==> src/rtl/keyed_wdg_pkg.sv <==
package keyed_wdg_pkg;
  localparam int KEY_W = 16;

  localparam logic [KEY_W-1:0] KEY_REFRESH = 16'hAAAA;
  localparam logic [KEY_W-1:0] KEY_UNLOCK  = 16'h5555;
  localparam logic [KEY_W-1:0] KEY_START   = 16'hCCCC;

  localparam logic [1:0] SEL_KEY    = 2'd0;
  localparam logic [1:0] SEL_PRESC  = 2'd1;
  localparam logic [1:0] SEL_RELOAD = 2'd2;

  typedef enum logic [1:0] {
    CMD_OTHER,
    CMD_REFRESH,
    CMD_UNLOCK,
    CMD_START
  } key_cmd_e;

  function automatic key_cmd_e decode_key(input logic [KEY_W-1:0] v);
    key_cmd_e c;
    c = CMD_OTHER;
    if (v == KEY_REFRESH) c = CMD_REFRESH;
    if (v == KEY_UNLOCK)  c = CMD_UNLOCK;
    if (v == KEY_START)   c = CMD_START;
    return c;
  endfunction

  // Division ratio of the prescaler: 2^(field+2).
  function automatic int unsigned div_ratio(input int unsigned field);
    return 32'd1 << (field + 2);
  endfunction
endpackage

==> src/rtl/keyed_wdg_regs.sv <==
module keyed_wdg_regs
  import keyed_wdg_pkg::*;
#(
  parameter int PRE_W = 3,
  parameter int RLD_W = 11
) (
  input  logic             clk,
  input  logic             rst_n,
  input  logic             wr_en,
  input  logic [1:0]       wr_sel,
  input  logic [KEY_W-1:0] wr_data,
  output logic [PRE_W-1:0] presc_o,
  output logic [RLD_W-1:0] reload_o,
  output logic             running_o,
  output logic             load_o
);
  logic     unlocked_q;
  logic     key_write;
  logic     cfg_presc_wr;
  logic     cfg_reload_wr;
  key_cmd_e cmd;

  assign key_write     = wr_en && (wr_sel == SEL_KEY);
  assign cmd           = decode_key(wr_data);
  assign cfg_presc_wr  = wr_en && unlocked_q && (wr_sel == SEL_PRESC);
  assign cfg_reload_wr = wr_en && unlocked_q && (wr_sel == SEL_RELOAD);
  assign load_o        = key_write && (cmd == CMD_REFRESH || cmd == CMD_START);

  always_ff @(posedge clk or negedge rst_n) begin
    if (!rst_n) begin
      unlocked_q <= 1'b0;
      running_o  <= 1'b0;
      presc_o    <= '0;
      reload_o   <= '1;
    end else begin
      if (key_write) begin
        unlocked_q <= (cmd == CMD_UNLOCK);
        if (cmd == CMD_START) running_o <= 1'b1;
      end
      if (cfg_presc_wr)  presc_o  <= wr_data[PRE_W-1:0];
      if (cfg_reload_wr) reload_o <= wr_data[RLD_W-1:0];
    end
  end

  assert_locked_cfg_stable_R5: assert property (@(posedge clk) disable iff (!rst_n)
    !unlocked_q |=> ($stable(presc_o) && $stable(reload_o)));

  assert_unlock_by_key_R4: assert property (@(posedge clk) disable iff (!rst_n)
    $rose(unlocked_q) |-> $past(key_write && wr_data == KEY_UNLOCK));

  assert_never_stops_R8: assert property (@(posedge clk) disable iff (!rst_n)
    running_o |=> running_o);
endmodule

==> src/rtl/keyed_wdg_prescaler.sv <==
module keyed_wdg_prescaler
  import keyed_wdg_pkg::*;
#(
  parameter int PRE_W = 3
) (
  input  logic             clk,
  input  logic             rst_n,
  input  logic             run_i,
  input  logic             clear_i,
  input  logic [PRE_W-1:0] presc_i,
  output logic             tick_o
);
  // Largest exponent is (2^PRE_W - 1) + 2, so the phase needs that many bits.
  localparam int PCNT_W = (1 << PRE_W) + 1;

  logic [PCNT_W-1:0] phase_q;
  logic [PCNT_W-1:0] last_phase;

  function automatic logic [PCNT_W-1:0] terminal(input logic [PRE_W-1:0] f);
    return PCNT_W'(div_ratio(int'(f)) - 1);
  endfunction

  assign last_phase = terminal(presc_i);
  // >= keeps a shrinking prescaler from skipping its terminal count.
  assign tick_o     = run_i && !clear_i && (phase_q >= last_phase);

  always_ff @(posedge clk or negedge rst_n) begin
    if (!rst_n)                   phase_q <= '0;
    else if (clear_i || !run_i)   phase_q <= '0;
    else if (tick_o)              phase_q <= '0;
    else                          phase_q <= phase_q + PCNT_W'(1);
  end

  assert_tick_needs_run_R10: assert property (@(posedge clk) disable iff (!rst_n)
    tick_o |-> run_i);

  assert_tick_spacing_R6: assert property (@(posedge clk) disable iff (!rst_n)
    tick_o |=> !tick_o);
endmodule

==> src/rtl/keyed_wdg_counter.sv <==
module keyed_wdg_counter #(
  parameter int RLD_W = 11
) (
  input  logic             clk,
  input  logic             rst_n,
  input  logic             load_i,
  input  logic             tick_i,
  input  logic [RLD_W-1:0] reload_i,
  output logic             expire_o,
  output logic             req_o
);
  logic [RLD_W-1:0] count_q;

  // Load wins over expiry. A count of 0 or 1 ends the period on this tick.
  assign expire_o = tick_i && !load_i && (count_q <= RLD_W'(1));

  always_ff @(posedge clk or negedge rst_n) begin
    if (!rst_n) begin
      count_q <= '1;
      req_o   <= 1'b0;
    end else begin
      req_o <= expire_o;
      if (load_i || expire_o) count_q <= reload_i;
      else if (tick_i)        count_q <= count_q - RLD_W'(1);
    end
  end

  assert_req_one_cycle_R7: assert property (@(posedge clk) disable iff (!rst_n)
    req_o |=> !req_o);

  assert_refresh_quiet_R3: assert property (@(posedge clk) disable iff (!rst_n)
    load_i |=> !req_o);
endmodule

==> src/rtl/keyed_wdg.sv <==
module keyed_wdg
  import keyed_wdg_pkg::*;
#(
  parameter int PRE_W = 3,
  parameter int RLD_W = 11
) (
  input  logic        clk,
  input  logic        rst_n,
  input  logic        wr_en,
  input  logic [1:0]  wr_sel,
  input  logic [15:0] wr_data,
  output logic        wdg_reset_req
);
  logic [PRE_W-1:0] presc;
  logic [RLD_W-1:0] reload;
  logic             running;
  logic             load_evt;
  logic             tick_evt;
  logic             expire_evt;

  keyed_wdg_regs #(.PRE_W(PRE_W), .RLD_W(RLD_W)) u_regs (
    .clk(clk), .rst_n(rst_n), .wr_en(wr_en), .wr_sel(wr_sel), .wr_data(wr_data),
    .presc_o(presc), .reload_o(reload), .running_o(running), .load_o(load_evt)
  );

  keyed_wdg_prescaler #(.PRE_W(PRE_W)) u_presc (
    .clk(clk), .rst_n(rst_n), .run_i(running), .clear_i(load_evt),
    .presc_i(presc), .tick_o(tick_evt)
  );

  keyed_wdg_counter #(.RLD_W(RLD_W)) u_count (
    .clk(clk), .rst_n(rst_n), .load_i(load_evt), .tick_i(tick_evt),
    .reload_i(reload), .expire_o(expire_evt), .req_o(wdg_reset_req)
  );

  assert_stopped_quiet_R10: assert property (@(posedge clk) disable iff (!rst_n)
    !running |-> !wdg_reset_req);

  assert_start_runs_R2: assert property (@(posedge clk) disable iff (!rst_n)
    (wr_en && wr_sel == SEL_KEY && wr_data == KEY_START) |=> running);

  assert_expire_to_req_R7: assert property (@(posedge clk) disable iff (!rst_n)
    expire_evt |=> wdg_reset_req);
endmodule

==> config.mk <==
export PLATFORM = sky130hd
export DESIGN_NAME = keyed_wdg
export DESIGN_NICKNAME = d
export VERILOG_FILES = /design/src/rtl/keyed_wdg_pkg.sv /design/src/rtl/keyed_wdg_regs.sv /design/src/rtl/keyed_wdg_prescaler.sv /design/src/rtl/keyed_wdg_counter.sv /design/src/rtl/keyed_wdg.sv
export SDC_FILE = /design/constraint.sdc
export NUM_CORES = 1
export LEC_CHECK = 0
export BUFFER_PORTS_ARGS = -buffer_cell sky130_fd_sc_hd__buf_2
export CORE_ASPECT_RATIO = 1.25
export CORE_UTILIZATION = 30
export DETAILED_ROUTE_END_ITERATION = 7
export GPL_TIMING_DRIVEN = 0
export PLACE_DENSITY = 0.45
export SLEW_MARGIN = 15
export SYNTH_ARGS = -nofsm -noshare
export SYNTH_HDL_FRONTEND = slang
export SYNTH_SLANG_ARGS = --single-unit
==> constraint.sdc <==
create_clock -name clk -period 3.3 [get_ports clk]
set_input_delay 0.66 -clock clk [delete_from_list [all_inputs] [get_ports clk]]
set_output_delay 0.66 -clock clk [all_outputs]
set_load 0.005 [all_outputs]
# ---- Word-level counts from Yosys, hierarchy flattened
# Index checks and enable logic that the tools add are counted.
dict set report classes {
  n_lt_le_gt_ge 2
  n_reduce_logical 17
  n_mux 7
  eq_ne 8
  shifts 1
  add_sub_neg 4
}
# operator n
set op_table {}
lappend op_table {{== test 16 bit, second input constant} 2}
lappend op_table {{left shift 1 x 32 -> 9 bit, first input constant} 1}
lappend op_table {{two-way mux 11 bit} 2}
lappend op_table {{two-way mux 9 bit} 2}
lappend op_table {{== test 16 x 15 -> 1 bit, second input constant} 1}
lappend op_table {{less-or-equal comparator 11 x 1 -> 1 bit, second input constant} 1}
lappend op_table {{subtractor 11 x 1 -> 11 bit, second input constant} 1}
lappend op_table {{adder 9 x 1 -> 9 bit, second input constant} 1}
lappend op_table {{>= comparator 9 bit} 1}
lappend op_table {{logical AND 1 bit} 9}
lappend op_table {{subtractor 9 x 1 -> 9 bit, second input constant} 1}
lappend op_table {{== test 2 bit, second input constant} 3}
lappend op_table {{adder 3 x 2 -> 4 bit, second input constant} 1}
lappend op_table {{== test 2 x 1 -> 1 bit, second input constant} 2}
lappend op_table {{two-way mux 2 bit} 2}
lappend op_table {{logical OR 1 bit} 3}
lappend op_table {{zero test 1 bit} 2}
lappend op_table {{zero test 2 bit} 1}
lappend op_table {{AND reduction 2 bit} 1}
lappend op_table {{nonzero test 2 bit} 1}
lappend op_table {{two-way mux 1 bit} 1}
dict set report totals {
  input_bits 21
  wordCells 46
  output_inout_bits 1
  ff_bits 37
}

# ---- Longest topological paths before layout
# Gate-level depths: netlist (run 1).
dict set report logic_depth {
  ltp_word 14
  depth_mapped 15
}

# ---- Modules after synthesis
# From an unflattened synthesis (run 1), not the netlist that was laid out.
dict set report unflattened {
  hier_cells 224
  area_unflattened_um2 2366.0
}
# mod seq_area_each_um2 area_each_um2 n_inst cells_per_inst
set modules_own_cells {}
lappend modules_own_cells {keyed_wdg_counter 314.1 817.0 1 89}
lappend modules_own_cells {keyed_wdg_prescaler 225.2 813.3 1 85}
lappend modules_own_cells {keyed_wdg_regs 414.1 735.7 1 50}

# ---- Least setup slack after synthesis (run 1)
# No wires, ideal clock.
dict set report synth_path {
  kind {register to register}
  start {register u_regs.presc_o[1]}
  end {register u_count.count_q[0]}
  path_slack_ns -0.182
  setup_time_ns 0.060
  synth_period_minus_slack_ns 3.482
  t_arrival_ns 3.422
  path_stages_with_launch 15
  cell_sequence {dfrtp_1 > inv_1 > ha_1 > nor4b_2 > inv_1 > ha_1 > xnor2_1 > ha_1 > and3_4 > a221oi_4 > a2111oi_4 > or3_1 > buf_6 > or3_1 > nand2_1}
}
dict set report synth_via {
  elab_chain_len 9
}
# element line
set synth_rtl {}
lappend synth_rtl {{start: declaration} keyed_wdg_regs.sv:12} ;# output logic [PRE_W-1:0] presc_o,
lappend synth_rtl {{start signal: assignment} keyed_wdg_regs.sv:40} ;# if (cfg_presc_wr) presc_o <= wr_data[PRE_W-1:0];
lappend synth_rtl {{adder 3 x 2 -> 4 bit (*)} keyed_wdg_pkg.sv:30} ;# return 32'd1 << (field + 2);
lappend synth_rtl {{left shift 1 x 32 -> 9 bit (*)} keyed_wdg_pkg.sv:30}
lappend synth_rtl {{subtractor 9 x 1 -> 9 bit (*)} keyed_wdg_prescaler.sv:20} ;# return PCNT_W'(div_ratio(int'(f)) - 1);
lappend synth_rtl {{>= comparator 9 bit (*)} keyed_wdg_prescaler.sv:25} ;# assign tick_o = run_i && !clear_i && (phase_q >= last_phase);
lappend synth_rtl {{logical AND 1 bit (*)} keyed_wdg_prescaler.sv:25}
lappend synth_rtl {{logical AND 1 bit (2 in series)} keyed_wdg_counter.sv:15} ;# assign expire_o = tick_i && !load_i && (count_q <= RLD_W'(1));
lappend synth_rtl {{logical OR 1 bit} keyed_wdg_counter.sv:23} ;# if (load_i || expire_o) count_q <= reload_i;
lappend synth_rtl {{two-way mux 11 bit or nonzero test 2 bit (tied branches)} --}
lappend synth_rtl {{end signal: assignment} keyed_wdg_counter.sv:23}
lappend synth_rtl {{end signal: assignment} keyed_wdg_counter.sv:24} ;# else if (tick_i) count_q <= count_q - RLD_W'(1);
lappend synth_rtl {{end: declaration} keyed_wdg_counter.sv:12} ;# logic [RLD_W-1:0] count_q;
# Mark *: on every way between the ends. The rest lies on a longest branch, timed or not.
# A chain may end at the register's enable or synchronous reset.

# ---- Final worst setup path (run 1)
# Same ends and word-level chain as after synthesis.

==> results of run 1 <==
through the flow:
step / area [µm²] / util / std cells / hold WS [ns] / worst slack, ns
floorplan: 2411 / - / 225 / 0.3644 / 0.04842
global placement: 2635 / 0.3401 / 341 / 0.4840 / -0.4796
detailed placement: 2635 / 0.3401 / 341 / 0.4931 / -0.4466
CTS: 2800 / 0.3614 / 354 / 0.5035 / 0.02575
global route: 2948 / 0.3805 / 363 / 0.5190 / -0.1278
finish: 2948 / 0.3805 / 363 / 0.4892 / 0.06104
synthesized netlist by cell type (2+ instances only):
library cell	number	share of area
buf_6	3	0.014
a211oi_1	3	0.0094
inv_1	12	0.019
nor3_1	6	0.013
nor2b_1	2	0.0052
nand4b_1	4	0.015
a21oi_1	8	0.017
nor4_1	8	0.021
mux2i_1	8	0.033
xor2_1	4	0.015
o21bai_1	5	0.016
or4_1	2	0.0063
nor4bb_1	7	0.029
mux2_2	14	0.066
nand3_1	8	0.017
o21ai_0	6	0.013
xnor2_1	6	0.022
dfrtp_1	15	0.16
clkbuf_1	3	0.0047
ha_1	19	0.099
nand2_1	8	0.013
o22ai_1	3	0.0078
nand4_1	4	0.010
dfstp_2	22	0.24
or3_1	2	0.0052
nor2_1	20	0.031
o2bb2ai_1	4	0.015
registers in the layout (all words and copies together), names as in the netlist:
signal	count
u_count.count_q	11
u_regs.reload_o	11
u_presc.phase_q	9
u_regs.presc_o	3
u_count.req_o	1
u_regs.running_o	1
u_regs.unlocked_q	1
final timing paths:
path | from | end | cells after the start
worst max register to register | u_regs.presc_o[1]$_DFFE_PN0P_ | u_count.count_q[0]$_DFFE_PN1P_ | 14
worst max-delay path | u_regs.presc_o[1]$_DFFE_PN0P_ | u_count.count_q[0]$_DFFE_PN1P_ | 14
worst min register to register | u_count.count_q[3]$_DFFE_PN1P_ | u_count.count_q[3]$_DFFE_PN1P_ | 1
min in group clk | u_count.count_q[3]$_DFFE_PN1P_ | u_count.count_q[3]$_DFFE_PN1P_ | 1
max in group asynchronous | rst_n | u_regs.presc_o[1]$_DFFE_PN0P_ | 1
worst min-delay path | rst_n | u_presc.phase_q[1]$_DFF_PN0_ | 1
worst reg2reg max path, cell delays in order (launching register included):
cell	delay [ns]
dfrtp_2	0.45
inv_4	0.08
ha_4	0.22
nor4b_4	0.23
inv_1	0.11
ha_4	0.18
xnor2_2	0.12
ha_1	0.28
and3_4	0.19
a221oi_4	0.33
a2111oi_4	0.14
or3_1	0.34
buf_6	0.15
or3_1	0.30
nand2_1	0.06
cell families (layout without fill, tap and decap cells):
group	count (synthesis)	in the layout	synth area share
compound gates	39	39	0.1279
xor+xnor	10	10	0.03653
fa+ha+maj	19	19	0.09917
buf+inv	19	62	0.03966
flops	37	37	0.3977
mux	22	22	0.09917
simple gates	79	79	0.1999
routing by layer:
layer | global-route usage | wire, µm | up-vias
li1 | - | - | 922
met4 | 0.07152 | 155 | 0
met5 | 0 | 0 | -
met1 | 0.1758 | 2433 | 906
met3 | 0.02768 | 136 | 9
met2 | 0.2606 | 2916 | 28
where the power goes:
part / leakage (nW) / total (W) / switching [W] / internal, W
Sequential: 0.434 / 0.000557 / 0.0000405 / 0.000516
Combinational: 0.828 / 0.000320 / 0.000152 / 0.000168
Clock: 0.0450 / 0.000308 / 0.000161 / 0.000146
Total: 1.31 / 0.00118 / 0.000354 / 0.000830
final cells by class:
class                   count  area (µm²)  area share
plain buffers               6       56.30     0.01910
clock buffers               6       72.57     0.02462
clock inverters             2       10.01    0.003396
inverters                  12       47.55     0.01613
multi-input cells         169        1466      0.4975
flip-flops and latches     37       954.7      0.3239
well taps                  95       118.9     0.04032
repair buffers             36       221.5     0.07513
placed cells by master (no fill, tap or decap), drive strengths merged, types with 2 or more instances in the layout:
| cell | count |
|---|---|
| buf | 41 |
| dfstp | 22 |
| nor2 | 20 |
| ha | 19 |
| dfrtp | 15 |
| mux2 | 14 |
| inv | 12 |
| nor4 | 9 |
| a21oi | 9 |
| nand3 | 8 |
| nand2 | 8 |
| mux2i | 8 |
| o21ai | 8 |
| nor4bb | 7 |
| nor3 | 7 |
| clkbuf | 7 |
| xnor2 | 6 |
| o21bai | 5 |
| nand4b | 4 |
| nand4 | 4 |
| xor2 | 4 |
| o2bb2ai | 4 |
| o22ai | 3 |
| a211oi | 3 |
| nor2b | 2 |
| or3 | 2 |
| clkinv | 2 |
| nor3b | 2 |
| or4 | 2 |
repair_timing:
| item | 4_1_cts | 5_1_grt |
|---|---|---|
| hold buffers | 0 | 0 |
| pin swaps | 4 | 17 |
| gates cloned | 0 | 1 |
| setup endpoints to repair | 20 | 20 |
| endpoints found under the hold margin | 0 | 0 |
| resized for setup | 13 | 22 |
| buffers inserted | 6 | 9 |
==> metrics.md, run 1 <==
| Metric | Value |
|---|---|
| Status | `complete, no violations` |
| Clk sink count | `37` |
| Worst EP required | `3.53 ns` |
| Syn Nets | `265` |
| Total congestion overflow | `0` |
| Number of global-route vias before repair | `1,892` |
| First-pass GRT wire length | `9287 µm` |
| Initial Util | `0.3094` |
| Skew final | `0.005916 ns` |
| Crit path DAT | `3.47 ns` |
| Reg2Reg Setup Slack | `0.06 ns` |
| Fin nets | `307` |
| Placer Congestion | `0.7565` |
| Via count | `1,865` |
| # rows | `36` |
| Largest net degree at the start of global routing | `38` |
| Worst rel slew slack | `0.4219` |
| Total die area | `0.008355 mm²` |
| DRT Wirelength | `5641 µm` |
| Hold Violations, Final | `0` |
| Vias per cell | `5.138` |
| Max Slew Vio Count | `0` |
| Worst-path fanout max | `8` |
| Syn_area_per_cell | `10.65 µm²` |
| Clock tree buffer depth | `2` |
| PortBufs | `21` |
| N_diodes | `0` |
| Worst-Margin Slew | `0.8671 ns` |
| Pwr per Cell Area | `401.9 mW/mm²` |
| Post-DP HPWL | `4131 µm` |
| Initial antenna violation count | `0` |
| Hold Path Class | `input pin to asynchronous set/reset pin` |
| VDD IR max | `0.0001847 V` |
| Fmax achieved | `308.7 MHz` |
| Cell family with most CP delay | `simple AND/OR/NAND/NOR gates` |
| #FFs+latches synth | `37` |
| Fin crit share | `0.9815` |
| Final Power | `0.001185 W` |
| Warnings from Yosys | `0` |
| EDFF count, synth | `0` |
| Initial DRC count | `24` |
| Post-layout min period | `3.239 ns` |
| CTS tree | `built` |
| Crit path buffers/inverters | `3` |
| Final-report setup violation count | `0` |
| Total Routing Usage GR | `0.1503` |
| Layout area overhead | `22.96%` |
| Netlist cell types | `46` |
| Share of cells above drive strength 1 | `0.4179` |
| Synth async-reset ratio | `1.000` |
| Cells along the critical path | `inv_4 -> ha_4 -> nor4b_4 -> inv_1 -> ha_4 -> xnor2_2 -> ha_1 -> and3_4 -> a221oi_4 -> a2111oi_4 -> or3_1 -> buf_6 -> or3_1 -> nand2_1` |
| Sequential area share after synthesis | `0.3977` |
| CTS Buf Count | `5` |
| Die Width | `81.96 µm` |
| Primary FF master, synth | `dfstp_2` |
| Worst Setup End Kind | `flip-flop` |
| Pre-antenna DRT Iters | `4` |
| Post-Synthesis Cell Area | `0.002397 mm²` |
| I/O pins | `22` |
| Syn Inst Count | `225` |
| Fillers | `795` |
| Clock Pin Slew Worst Setup and Hold Paths | `0.07 ns` |
| Htree depth | `2` |
| Leakage | `1.307 nW` |
| Crit Path Class | `flip-flop to flip-flop` |
| Worst-Skew Late Latency | `0.29 ns` |
| WL/cell | `15.54 µm` |
| CTS root buffer | `clkbuf_8` |
| Routed Antenna Nets | `0` |
| RSZ-0062 raised after global routing | `yes` |
| CORE AREA | `0.007747 mm²` |
| Die height | `101.9 µm` |
| Setup TNS | `0 ns` |
| CP max stage cell | `dfrtp_2` |
| Max Cap Viol | `0` |
| DRC viols | `0` |
| Max incr delay on CP | `0.45 ns` |
| Startpoint types | `flip-flop` |
Note: power is estimated with default switching activity, not from simulation.
==> run 2, diff against run 1 <==
--- a/config.mk
+++ b/config.mk
@@ -6,11 +6,12 @@
 export NUM_CORES = 1
 export LEC_CHECK = 0
 export BUFFER_PORTS_ARGS = -buffer_cell sky130_fd_sc_hd__buf_2
-export CORE_ASPECT_RATIO = 1.25
+export CAP_MARGIN = 25
+export CORE_ASPECT_RATIO = 0.9
 export CORE_UTILIZATION = 30
 export DETAILED_ROUTE_END_ITERATION = 7
 export GPL_TIMING_DRIVEN = 0
-export PLACE_DENSITY = 0.45
+export PLACE_DENSITY = 0.43
 export SLEW_MARGIN = 15
 export SYNTH_ARGS = -nofsm -noshare
 export SYNTH_HDL_FRONTEND = slang
==> constraint.sdc (replaced) <==
create_clock -name clk -period 3.6 [get_ports clk]
set_input_delay 0.72 -clock clk [delete_from_list [all_inputs] [get_ports clk]]
set_output_delay 0.72 -clock clk [all_outputs]
set_load 0.005 [all_outputs]
==> metrics.md, run 2 (synthesis gave the netlist of run 1 again) <==
| Metric | Value |
|---|---|
| Status | `complete, no violations` |
| Comb power frac | `0.245` |
| Largest regs | `u_count.count_q: 11 flops, u_regs.reload_o: 11 flops, u_presc.phase_q: 9 flops` |
| DRC viols | `0` |
| Clock Power Share | `0.271` |
| Initial antenna violation count | `0` |
| Sequential share of power | `0.483` |
| Pwr per Cell Area | `374.5 mW/mm²` |
| Final-report setup violation count | `0` |
| Leakage | `1.262 nW` |
| CTS Buf Count | `5` |
| Post-DP HPWL | `3987 µm` |
| Max incr delay on CP | `0.42 ns` |
| Net Sw Power | `0.0003093 W` |
| Crit path DAT | `3.65 ns` |
| Hold Violations, Final | `0` |
| Final instance area | `0.002789 mm²` |
| Largest net degree at the start of global routing | `38` |
| CORE AREA | `0.007657 mm²` |
| Worst Setup SP | `u_regs.presc_o[2]$_DFFE_PN0P_` |
| Hold Path Class | `flip-flop to flip-flop` |
| Htree depth | `2` |
| Skew final | `0.01048 ns` |
| Worst EP required | `3.83 ns` |
| Share of cells above drive strength 1 | `0.3629` |
| Routed Antenna Nets | `0` |
| Clock Pin Slew Worst Setup and Hold Paths | `0.08 ns` |
| CTS root buffer | `clkbuf_8` |
| DRT Wirelength | `5323 µm` |
| Worst-Skew Late Latency | `0.29 ns` |
| Fin nets | `298` |
| Placed inst area | `0.002623 mm²` |
| Crit path buffers/inverters | `3` |
| Fmax achieved | `293.0 MHz` |
| Vias per cell | `5.065` |
| Number of global-route vias before repair | `1,620` |
| Max Slew Vio Count | `0` |
| Total die area | `0.008353 mm²` |
| Worst-Margin Slew | `0.8405 ns` |
| Crit Path Class | `flip-flop to flip-flop` |
| PortBufs | `21` |
| Switching share of total power | `0.2961` |
| Fin crit share | `0.9481` |
| Fillers | `799` |
| # rows | `30` |
| Startpoint types | `flip-flop` |
| First-pass GRT wire length | `8845 µm` |
| Most frequent cells in the layout | `buf_2 (22), dfstp_2 (22), nor2_1 (20)` |
| Worst R2R Start | `u_regs.presc_o[2]$_DFFE_PN0P_` |
| Worst Setup End Kind | `flip-flop` |
| CTS tree | `built` |
| Clock tree buffer depth | `2` |
| Hold_sp | `u_count.count_q[3]$_DFFE_PN1P_` |
| Cell family with most CP delay | `simple AND/OR/NAND/NOR gates` |
| Pre-antenna DRT Iters | `4` |
| Die height | `86.81 µm` |
| Pint | `0.0007352 W` |
| Cells along the critical path | `inv_2 -> ha_2 -> nor4b_4 -> inv_1 -> ha_2 -> xnor2_2 -> ha_1 -> and3_4 -> a221oi_4 -> a2111oi_4 -> or3_1 -> buf_6 -> or3_1 -> nand2_1` |
| Setup TNS | `0 ns` |
| Post-layout min period | `3.413 ns` |
| Worst-path fanout max | `8` |
| Initial Util | `0.3131` |
| VDD IR max | `0.0002030 V` |
| N_diodes | `0` |
| Total congestion overflow | `0` |
| Total Routing Usage GR | `0.1402` |
| Placer Congestion | `0.6960` |
| I/O pins | `22` |
| Die Width | `96.23 µm` |
| Layout area overhead | `16.34%` |
| Max Cap Viol | `0` |
| WL/cell | `14.99 µm` |
| CP max stage cell | `dfrtp_1` |
| Worst rel slew slack | `0.4397` |
| Via count | `1,798` |
| Clk sink count | `37` |
| Initial DRC count | `53` |
-- run 2: changes by cell type in the layout (fill, tap and decap cells not counted), sizes merged --
cell and change:
buf -10, clkbuf +1
-- run 2: layer usage --
layer | vias to the layer above | wire length, µm | global-route usage
li1 | 908 | - | -
met2 | 31 | 2184 | 0.1921
met1 | 855 | 2932 | 0.2219
met5 | - | 0 | 0
met3 | 4 | 162 | 0.02632
met4 | 0 | 43 | 0.03256
-- run 2: worst paths after layout --
path / to / slack, ns / depth (start not counted)
max in group asynchronous: u_regs.presc_o[1]$_DFFE_PN0P_ / 2.48 / 1
min reg2reg: u_count.count_q[3]$_DFFE_PN1P_ / 0.50 / 1
max: u_count.count_q[0]$_DFFE_PN1P_ / 0.19 / 14
max reg2reg: u_count.count_q[0]$_DFFE_PN1P_ / 0.19 / 14
min in group asynchronous: u_regs.running_o$_DFFE_PN0P_ / 0.54 / 1
min: u_count.count_q[3]$_DFFE_PN1P_ / 0.50 / 1
-- run 2: layout make-up --
type                       instances  area (µm²)  share of cell area
sequential                        37       954.7              0.3423
clock buffer                       6       72.57             0.02602
buffer                             6       47.55             0.01705
clock inverter                     2       10.01            0.003589
timing repair buffer              27       150.1             0.05384
multi-input combinational        169        1389              0.4980
inverter                          12       45.04             0.01615
tap                               96       120.1             0.04307
-- run 2: repair_timing --
| action | in CTS | in global routing |
|---|---|---|
| buffers inserted | 1 | 5 |
| hold buffers | 0 | 0 |
| gates resized for setup | 8 | 6 |
| setup endpoints to repair | 20 | 19 |
| pin swaps | 1 | 4 |
-- run 2: per-stage QoR --
step	instances	hold slack, ns	setup slack, ns	total power, W	utilization
floorplan	225	0.4244	0.1178	0.0006559	-
global placement	342	0.4796	-0.4415	0.0007278	0.3425
detailed placement	342	0.4882	-0.4452	0.0007304	0.3425
CTS	350	0.5000	0.02448	0.001034	0.3572
global route	355	0.5197	-0.009290	0.001111	0.3642
finish	355	0.4986	0.1869	0.001044	0.3642
-- run 2: worst register-to-register path: stages, from the launching register on --
cell	delay, ns
dfrtp_1	0.42
inv_2	0.10
ha_2	0.31
nor4b_4	0.30
inv_1	0.07
ha_2	0.20
xnor2_2	0.14
ha_1	0.28
and3_4	0.20
a221oi_4	0.33
a2111oi_4	0.17
or3_1	0.35
buf_6	0.15
or3_1	0.30
nand2_1	0.06
-- run 2: power by group through the flow --
stage	clock [W]	combinational, W	sequential [W]
after floorplan	0	0.000158	0.000498
after global placement	0	0.000213	0.000515
after detailed placement	0	0.000215	0.000516
after CTS	0.000298	0.000231	0.000504
after global routing	0.000314	0.000288	0.000509
final	0.000283	0.000256	0.000505
